[src/rtl/wbc_pkg.sv]
package wbc_pkg;

    typedef enum logic [2:0] {
        ST_READY    = 3'd0,
        ST_WR_LINE  = 3'd1,
        ST_RD_LINE  = 3'd2,
        ST_RD_HOLD  = 3'd3,
        ST_FL_CHECK = 3'd4,
        ST_FL_WRITE = 3'd5,
        ST_FL_DONE  = 3'd6
    } wbc_state_e;

    typedef struct packed {
        logic stall;
        logic array_en;
        logic bus_rd;
        logic bus_wr;
        logic clr_dirty;
        logic clr_valid;
        logic flush_done;
        logic walk_clear;
        logic walk_adv;
    } wbc_ctl_t;

endpackage

[src/rtl/wbc_flush_walk.sv]
module wbc_flush_walk #(
    parameter  int SETS = 64,
    parameter  int WAYS = 4,
    localparam int SETW = (SETS > 1) ? $clog2(SETS) : 1,
    localparam int WAYW = (WAYS > 1) ? $clog2(WAYS) : 1
) (
    input  logic            clk,
    input  logic            rst_n,
    input  logic            clear,
    input  logic            adv,
    output logic [SETW-1:0] set_idx,
    output logic [WAYW-1:0] way_idx,
    output logic            last
);

    localparam logic [SETW-1:0] SET_MAX = SETW'(SETS - 1);
    localparam logic [WAYW-1:0] WAY_MAX = WAYW'(WAYS - 1);

    typedef struct packed {
        logic [SETW-1:0] set_idx;
        logic [WAYW-1:0] way_idx;
    } walk_t;

    walk_t walk_d, walk_q;

    // way is the inner index; set steps when way wraps
    always_comb begin
        walk_d = walk_q;
        if (clear) begin
            walk_d = '0;
        end else if (adv) begin
            if (walk_q.way_idx == WAY_MAX) begin
                walk_d.way_idx = '0;
                walk_d.set_idx = (walk_q.set_idx == SET_MAX) ? '0 : walk_q.set_idx + 1'b1;
            end else begin
                walk_d.way_idx = walk_q.way_idx + 1'b1;
            end
        end
    end

    always_ff @(posedge clk or negedge rst_n) begin
        if (!rst_n) walk_q <= '0;
        else        walk_q <= walk_d;
    end

    assign set_idx = walk_q.set_idx;
    assign way_idx = walk_q.way_idx;
    assign last    = (walk_q.set_idx == SET_MAX) && (walk_q.way_idx == WAY_MAX);

endmodule

[src/rtl/wbc_fsm.sv]
module wbc_fsm
    import wbc_pkg::*;
(
    input  logic     clk,
    input  logic     rst_n,
    input  logic     req_rd,
    input  logic     req_wr,
    input  logic     hit,
    input  logic     line_dirty,
    input  logic     pipe_stall,
    input  logic     flush_cmd,
    input  logic     inval_cmd,
    input  logic     bus_ack,
    input  logic     walk_last,
    output wbc_ctl_t ctl
);

    typedef struct packed {
        wbc_state_e st;
    } fsm_t;

    fsm_t fsm_d, fsm_q;
    logic access;

    assign access = req_rd | req_wr;

    always_comb begin
        fsm_d        = fsm_q;
        ctl          = '0;
        ctl.array_en = 1'b1;
        unique case (fsm_q.st)
            ST_READY: begin
                if (inval_cmd) begin
                    ctl.clr_valid = 1'b1;
                end else if (flush_cmd) begin
                    ctl.stall      = 1'b1;
                    ctl.walk_clear = 1'b1;
                    fsm_d.st       = ST_FL_CHECK;
                end else if (access && !hit) begin
                    ctl.stall = 1'b1;
                    fsm_d.st  = line_dirty ? ST_WR_LINE : ST_RD_LINE;
                end else if (access && pipe_stall) begin
                    // stalled hit: hold the array outputs
                    ctl.array_en = 1'b0;
                end
            end
            ST_WR_LINE: begin
                ctl.stall  = 1'b1;
                ctl.bus_wr = 1'b1;
                if (bus_ack) fsm_d.st = ST_RD_LINE;
            end
            ST_RD_LINE: begin
                ctl.stall  = 1'b1;
                ctl.bus_rd = 1'b1;
                if (bus_ack) fsm_d.st = pipe_stall ? ST_RD_HOLD : ST_READY;
            end
            ST_RD_HOLD: begin
                if (!pipe_stall) fsm_d.st = ST_READY;
            end
            ST_FL_CHECK: begin
                ctl.stall = 1'b1;
                if (line_dirty) begin
                    // clear while the counter still points at this line
                    ctl.clr_dirty = 1'b1;
                    fsm_d.st      = ST_FL_WRITE;
                end else begin
                    ctl.walk_adv = 1'b1;
                    fsm_d.st     = walk_last ? ST_FL_DONE : ST_FL_CHECK;
                end
            end
            ST_FL_WRITE: begin
                ctl.stall  = 1'b1;
                ctl.bus_wr = 1'b1;
                if (bus_ack) begin
                    ctl.walk_adv = 1'b1;
                    fsm_d.st     = walk_last ? ST_FL_DONE : ST_FL_CHECK;
                end
            end
            ST_FL_DONE: begin
                ctl.stall      = 1'b1;
                ctl.flush_done = 1'b1;
                fsm_d.st       = ST_READY;
            end
            default: fsm_d.st = ST_READY;
        endcase
    end

    always_ff @(posedge clk or negedge rst_n) begin
        if (!rst_n) fsm_q <= '{st: ST_READY};
        else        fsm_q <= fsm_d;
    end

endmodule

[src/rtl/wbc_ctrl.sv]
module wbc_ctrl
    import wbc_pkg::*;
#(
    parameter  int SETS = 64,
    parameter  int WAYS = 4,
    localparam int SETW = (SETS > 1) ? $clog2(SETS) : 1,
    localparam int WAYW = (WAYS > 1) ? $clog2(WAYS) : 1
) (
    input  logic            clk,
    input  logic            rst_n,
    input  logic            req_rd,
    input  logic            req_wr,
    input  logic            hit,
    input  logic            line_dirty,
    input  logic            pipe_stall,
    input  logic            flush_cmd,
    input  logic            inval_cmd,
    input  logic            bus_ack,
    output logic            stall,
    output logic            array_en,
    output logic            bus_rd_req,
    output logic            bus_wr_req,
    output logic            clr_dirty,
    output logic            clr_valid,
    output logic            flush_done,
    output logic [SETW-1:0] flush_set,
    output logic [WAYW-1:0] flush_way
);

    wbc_ctl_t ctl;
    logic     walk_last;

    wbc_fsm i_fsm (
        .clk        (clk),
        .rst_n      (rst_n),
        .req_rd     (req_rd),
        .req_wr     (req_wr),
        .hit        (hit),
        .line_dirty (line_dirty),
        .pipe_stall (pipe_stall),
        .flush_cmd  (flush_cmd),
        .inval_cmd  (inval_cmd),
        .bus_ack    (bus_ack),
        .walk_last  (walk_last),
        .ctl        (ctl)
    );

    wbc_flush_walk #(
        .SETS (SETS),
        .WAYS (WAYS)
    ) i_walk (
        .clk     (clk),
        .rst_n   (rst_n),
        .clear   (ctl.walk_clear),
        .adv     (ctl.walk_adv),
        .set_idx (flush_set),
        .way_idx (flush_way),
        .last    (walk_last)
    );

    assign stall      = ctl.stall;
    assign array_en   = ctl.array_en;
    assign bus_rd_req = ctl.bus_rd;
    assign bus_wr_req = ctl.bus_wr;
    assign clr_dirty  = ctl.clr_dirty;
    assign clr_valid  = ctl.clr_valid;
    assign flush_done = ctl.flush_done;

endmodule

[config.mk]
export PLATFORM = sky130hd
export DESIGN_NAME = wbc_ctrl
export DESIGN_NICKNAME = d
export VERILOG_FILES = /design/src/rtl/wbc_pkg.sv /design/src/rtl/wbc_flush_walk.sv /design/src/rtl/wbc_fsm.sv /design/src/rtl/wbc_ctrl.sv
export SDC_FILE = /design/constraint.sdc
export NUM_CORES = 1
export LEC_CHECK = 0
export BUFFER_PORTS_ARGS = -buffer_cell sky130_fd_sc_hd__buf_2
export CORE_UTILIZATION = 45
export DETAILED_ROUTE_END_ITERATION = 8
export PLACE_DENSITY_LB_ADDON = 0.3
export SLEW_MARGIN = 20
export SYNTH_ARGS = -nofsm -noshare
export SYNTH_HDL_FRONTEND = slang
export SYNTH_SLANG_ARGS = --single-unit
[constraint.sdc]
create_clock -name clk -period 2.25 [get_ports clk]
set_input_delay 0.1125 -clock clk [delete_from_list [all_inputs] [get_ports clk]]
set_output_delay 0.1125 -clock clk [all_outputs]
set_load 0.02 [all_outputs]
* Yosys cells after proc, flatten, opt, wreduce, memory -nomap -nowiden
Cells that the tools add are included.
Widths: inputs -> output; s select.
** Word-level totals
- Logic and storage cells :: 69
- Input port bits :: 10
- Output and inout port bits :: 15
- Register bits after elaboration :: 11
- Bits in writable memories :: 0
- Memory bits (read-only) :: 0
- Bits in latches :: 0
- Memories :: 0
** Cells by class
- $mul :: 0
- Div/mod/pow operators :: 0
- Bitwise operators :: 1
- Add/subtract/negate cells :: 2
- Equality and inequality tests :: 14
- Muxes and demuxes :: 38
- Shift operators :: 0
- Order comparisons :: 0
- Reductions and logical operators :: 11
** Operators by type and width (count)
- $mux 3 :: 8
- $mux 1 :: 18
- $pmux 3 s6 :: 1
- $mux 8 :: 2
- $mux 6 :: 2
- $mux 2 :: 5
- $ne 2x2->1 const B :: 5
- $eq 3x3->1 const B :: 3
- $add 6x1->6 const B :: 1
- $eq 3x2->1 const B :: 2
- $eq 6x6->1 const B :: 1
- $reduce_and 6->1 :: 1
- $reduce_or 5->1 :: 1
- $pmux 1 s2 :: 2
- $reduce_bool 2->1 :: 2
- $eq 3x1->1 const B :: 1
- $logic_and 1x1->1 :: 3
- $logic_not 3->1 :: 1
- $ne 3x2->1 const B :: 1
- $add 2x1->2 const B :: 1
- $eq 2x2->1 const B :: 1
- $reduce_and 2->1 :: 1
- $reduce_or 2->1 :: 1
- $logic_not 1->1 :: 1
- $or 1x1->1 :: 1

* Logic depth before layout (Yosys ltp)
- Depth in word-level cells :: 7
- Mapped depth :: 6
- Mapped depth without buffers :: 5

* Modules after synthesis
Synthesis repeated with hierarchy kept, for this count alone.
** Unflattened totals
- Cell total of the unflattened synthesis :: 87
- Area, all modules :: 726.9 µm²
** Modules (own cells, without submodules)
- wbc_flush_walk :: area each 424.2 µm², times used 1, seq. area each 200.2 µm², cells an instance 46
- wbc_fsm :: area each 302.8 µm², times used 1, seq. area each 75.1 µm², cells an instance 41

* Worst setup path before layout
OpenSTA, ideal clock, no wires.
- Kind :: register -> register
- Start :: register i_walk.walk_q (netlist bit i_walk.way_idx[0])
- End :: register i_walk.walk_q (netlist bit i_walk.set_idx[5])
- Period minus slack after synthesis :: 1.540 ns
- Cell stages (with the launch flop) :: 6
- Arrival time :: 1.467 ns
- Path buffers :: 0
- Slack :: 0.710 ns
- Setup time :: 0.073 ns
- Required time :: 2.177 ns
- Cells stage by stage :: dfrtp_1 ha_1 and3b_2 nand3_4 or3_1 a21oi_2
** On the way
- Word-level cells in the longest chain between the ends :: 3
** RTL lines
- start: declaration :: RTL line wbc_flush_walk.sv:24 : walk_t walk_d, walk_q;
- start signal: assignment :: RTL line wbc_flush_walk.sv:43 : else walk_q <= walk_d;
- $eq 2x2->1 :: RTL line wbc_flush_walk.sv:32 : if (walk_q.way_idx == WAY_MAX) begin
- $reduce_bool 2->1 (no line)
- $reduce_and 2->1 (no line)
No other way between the ends.
A chain may end at the register's enable or synchronous reset.

* Final worst setup path
- Start :: register i_fsm.fsm_q[0] (netlist name)
- End :: output port stall
** On the way
- Word-level cells in the longest chain between the ends :: 3
- Elaborated cells between the ends (all ways) :: 8
- Those cells by class :: eq/ne: 5; mux: 1; reduce/logical: 2
** RTL lines
- start: declaration :: RTL line wbc_fsm.sv:22 : fsm_t fsm_d, fsm_q;
- start signal: assignment :: RTL line wbc_fsm.sv:89 : if (!rst_n) fsm_q <= '{st: ST_READY};
- start signal: assignment :: RTL line wbc_fsm.sv:90 : else fsm_q <= fsm_d;
- $eq 3x1->1 (tied with other cells) :: RTL line wbc_fsm.sv:31 : unique case (fsm_q.st)
- $reduce_or 5->1 (no line)
- $pmux 1 s2 (*) :: RTL line wbc_fsm.sv:31
- end: declaration :: RTL line wbc_ctrl.sv:19 : output logic stall,
Every way passes the cells marked *; elsewhere a longest branch is shown, timed or not.

==> out/metrics.yaml <==
yosys:
  synth_ff_type: "dfrtp_1"
  ys_seq_area_share_pct: 35.0
  syn-cell-area_um2: 786
  synth_top_area_share_pct: 35.0
  ys_ff_latch: 11
  async_flop_share_pct: 100
  syn_nets: 101
  yosys-top-cells-area: "dfrtp_1 35%, nor2_1 4.3%, and3_1 3.2%, ha_1 3.2%, nand3_1 3.2%"
  yosysTopAreaCell: "dfrtp_1"
  yosys_warnings: 0
  synth.most_common_cell: "dfrtp_1"
  synth_edf_count: 0
  syn_inst: 89
  syn-mean-instance-area_um2: 8.83
  synth_commonest_cells: "11 x dfrtp_1, 9 x nor2_1, 5 x nand3_1"
  synth_cell_type_count: 38
placed_design:
  place_area_um2: 900
  hpwl_mm: 1.22
  gp_congestion: 0.811
  place_ws_ns: 0.626
  dp.cells: 125
  portBuffers: 24
clock_network:
  worstSkewPairLatency_ns: 0.26
  cts_tree: "built"
  clock-sinks: 11
  cts.htree.levels: 1
  clk_transition_reported_paths_ns: 0.06
  cts_buffers: 3
  cts_setup_buffers: 0
  ctsRootBufferMaster: "clkbuf_4"
  cts_buffer_depth: 2
sta:
  setup_slack_ns: 0.610
  rsz0062_at_grt: "no"
  slew_viol_final: 0
  fmax_ghz: 0.610
  finalHoldViolCount: 0
  fin_setup_tns_ns: 0
  finClkSkew_ns: 0.000443
  worstMarginPinSlew_ns: 0.356
  period_share_pct: 72.9
  slew_headroom_pct: 76.1
  min_period_ns: 1.64
  setup_viol: 0
drt:
  antenna_left: 0
  met2_wirelength_um: 736
  topRoutingLayerUsed: "met3"
  via_per_inst: 5.70
  route.detailed.drc: 1
  drt-total-wl_mm: 1.63
  wl_per_cell_um: 12.5
  met1Wirelength_um: 806
  drt_pass1_iterations: 7
  drtIter0Drc: 15
  vias: 741
  dr_wl_met3_um: 85
global_routing:
  grt_usage_pct: 19.0
  grt_pass1_wl_mm: 2.73
  gr-total-overflow: 0
  grt_pass1_vias: 624
  grt_max_degree: 14
  antenna_found_initial: 0
power_and_ir_drop:
  ir_worst_vdd_v: 0.000622
  finalPower_mw: 0.913
  powerDensity_nw_per_um2: 976
  leakage_nw: 0.479
cells_and_area:
  num_antenna_cells: 0
  register_area_um2: 275
  final_area_um2: 936
  finalNonFillerCells: 130
  fill_cells: 146
  multiInputGateArea_um2: 477
  final_layout_size_suffix_gt1_share_pct: 29.8
  areaGrowthSynthToFinish_pct: 19.1
  nets: 127
floorplanning:
  io_pins: 25
  start_util_pct: 49.8
  rows: 14
  die_h_um: 43.8
  die-area_um2: 1920
  dieWidth_um: 43.8
  core_um2: 1580
run:
  max_cap_viol_count: 0
critical_path:
  worstSetupStartpointType: "flip-flop"
  path_cells: "nor3_1 > o21a_1 > a21oi_1 > buf_2"
  critPathKind: "flip-flop to output port"
  end_kind: "output port"
  cp_slowest_stage_delay_ns: 0.50
  cp_slowest_cell: "dfrtp_1"
  crit_required_ns: 2.14
  crit_arrival_ns: 1.53
  worstPathMaxFanout: 10
outcome:
  status: "complete, but fails checks"
  violations: "design-rule violations"
worst_hold_path:
  worst_hold_path_type: "input pin to async pin"
-- metrics by stage --
stage	util, %	hold WS [ns]
global placement	57.1	-0.0112
CTS	59.4	0.245
floorplan	-	-0.183
global route	59.4	0.257
finish	59.4	0.238
detailed placement	57.1	-0.00485
-- cells in the final DEF, fill, tap and decap left out, types with 2 or more instances in the layout --
master / count
nand2b_2: 2
nor2_1: 9
ha_1: 2
nand3_1: 5
a31oi_1: 2
nand4_1: 3
clkbuf_4: 3
buf_2: 24
and3_1: 4
a32oi_1: 2
o21ai_0: 3
nor3_1: 2
a21oi_1: 4
nand2_1: 4
xor2_1: 2
and2_1: 2
and4_1: 2
mux2i_1: 2
or3_1: 4
inv_1: 2
o21ai_1: 2
dfrtp_1: 11
-- cell type report --
class,instances,share of cell area [%]
Sequential cell,11,29.4
Timing Repair Buffer,25,13.9
Clock buffer,4,2.81
Multi-Input combinational cell,72,50.9
Tap cell,16,2.14
Inverter,2,0.802
-- path summary, 6_finish.rpt --
path | startpoint | endpoint | slack (ns) | cells after the start
min | rst_n | i_fsm.fsm_q[0] | 0.24 | 2
max | i_fsm.fsm_q[0] | stall | 0.61 | 4
max reg2reg | i_fsm.fsm_q[1] | i_walk.set_idx[1] | 0.61 | 4
min in group clk | bus_ack | i_fsm.fsm_q[0] | 0.28 | 4
max in group asynchronous | rst_n | i_fsm.fsm_q[1] | 1.82 | 2
min reg2reg | i_walk.set_idx[4] | i_walk.set_idx[4] | 0.56 | 2
-- metal layers --
| layer | track usage, % | vias to the layer above |
|---|---|---|
| li1 | - | 379 |
| met1 | 26.2 | 343 |
| met2 | 28.4 | 19 |
| met3 | 6.25 | 0 |
| met4 | 5.63 | 0 |
| met5 | 0 | - |
-- where the power goes --
part / switching (mW) / internal (mW)
combinational: 0.260 / 0.186
sequential: 0.0917 / 0.245
clock: 0.0614 / 0.0686
total: 0.413 / 0.500
-- cell families (layout without fill, tap and decap cells) --
group	Yosys count	in the layout	share of synthesized area, %
AO/OA/AOI/OAI	19	19	16.1
XOR/XNOR	2	2	2.23
adder cells (fa/ha/maj)	2	2	3.18
buffers and inverters	6	31	4.30
flip-flops	11	11	35.0
multiplexers	2	2	2.55
AND/OR/NAND/NOR	47	47	36.6
-- what timing repair did --
| action | CTS | global route |
|---|---|---|
| hold buffers | 1 | 0 |
| setup endpoints to repair | 0 | 0 |
| gates resized for setup | 0 | 0 |
| hold endpoints to repair | 11 | 0 |
-- worst max-delay path, delay by kind of cell (launching register included) --
kind	cells	cell delay, ns
flip-flops	1	0.50
AND/OR/NAND/NOR	1	0.38
buffers and inverters	1	0.17
AO/OA/AOI/OAI	2	0.22
-- registers in the layout, summed over array words and instances, names as in the netlist --
| name | count |
|---|---|
| i_walk.way_idx | 2 |
| i_walk.set_idx | 6 |
| i_fsm.fsm_q | 3 |
No activity file was read; power rests on OpenSTA's default activity.
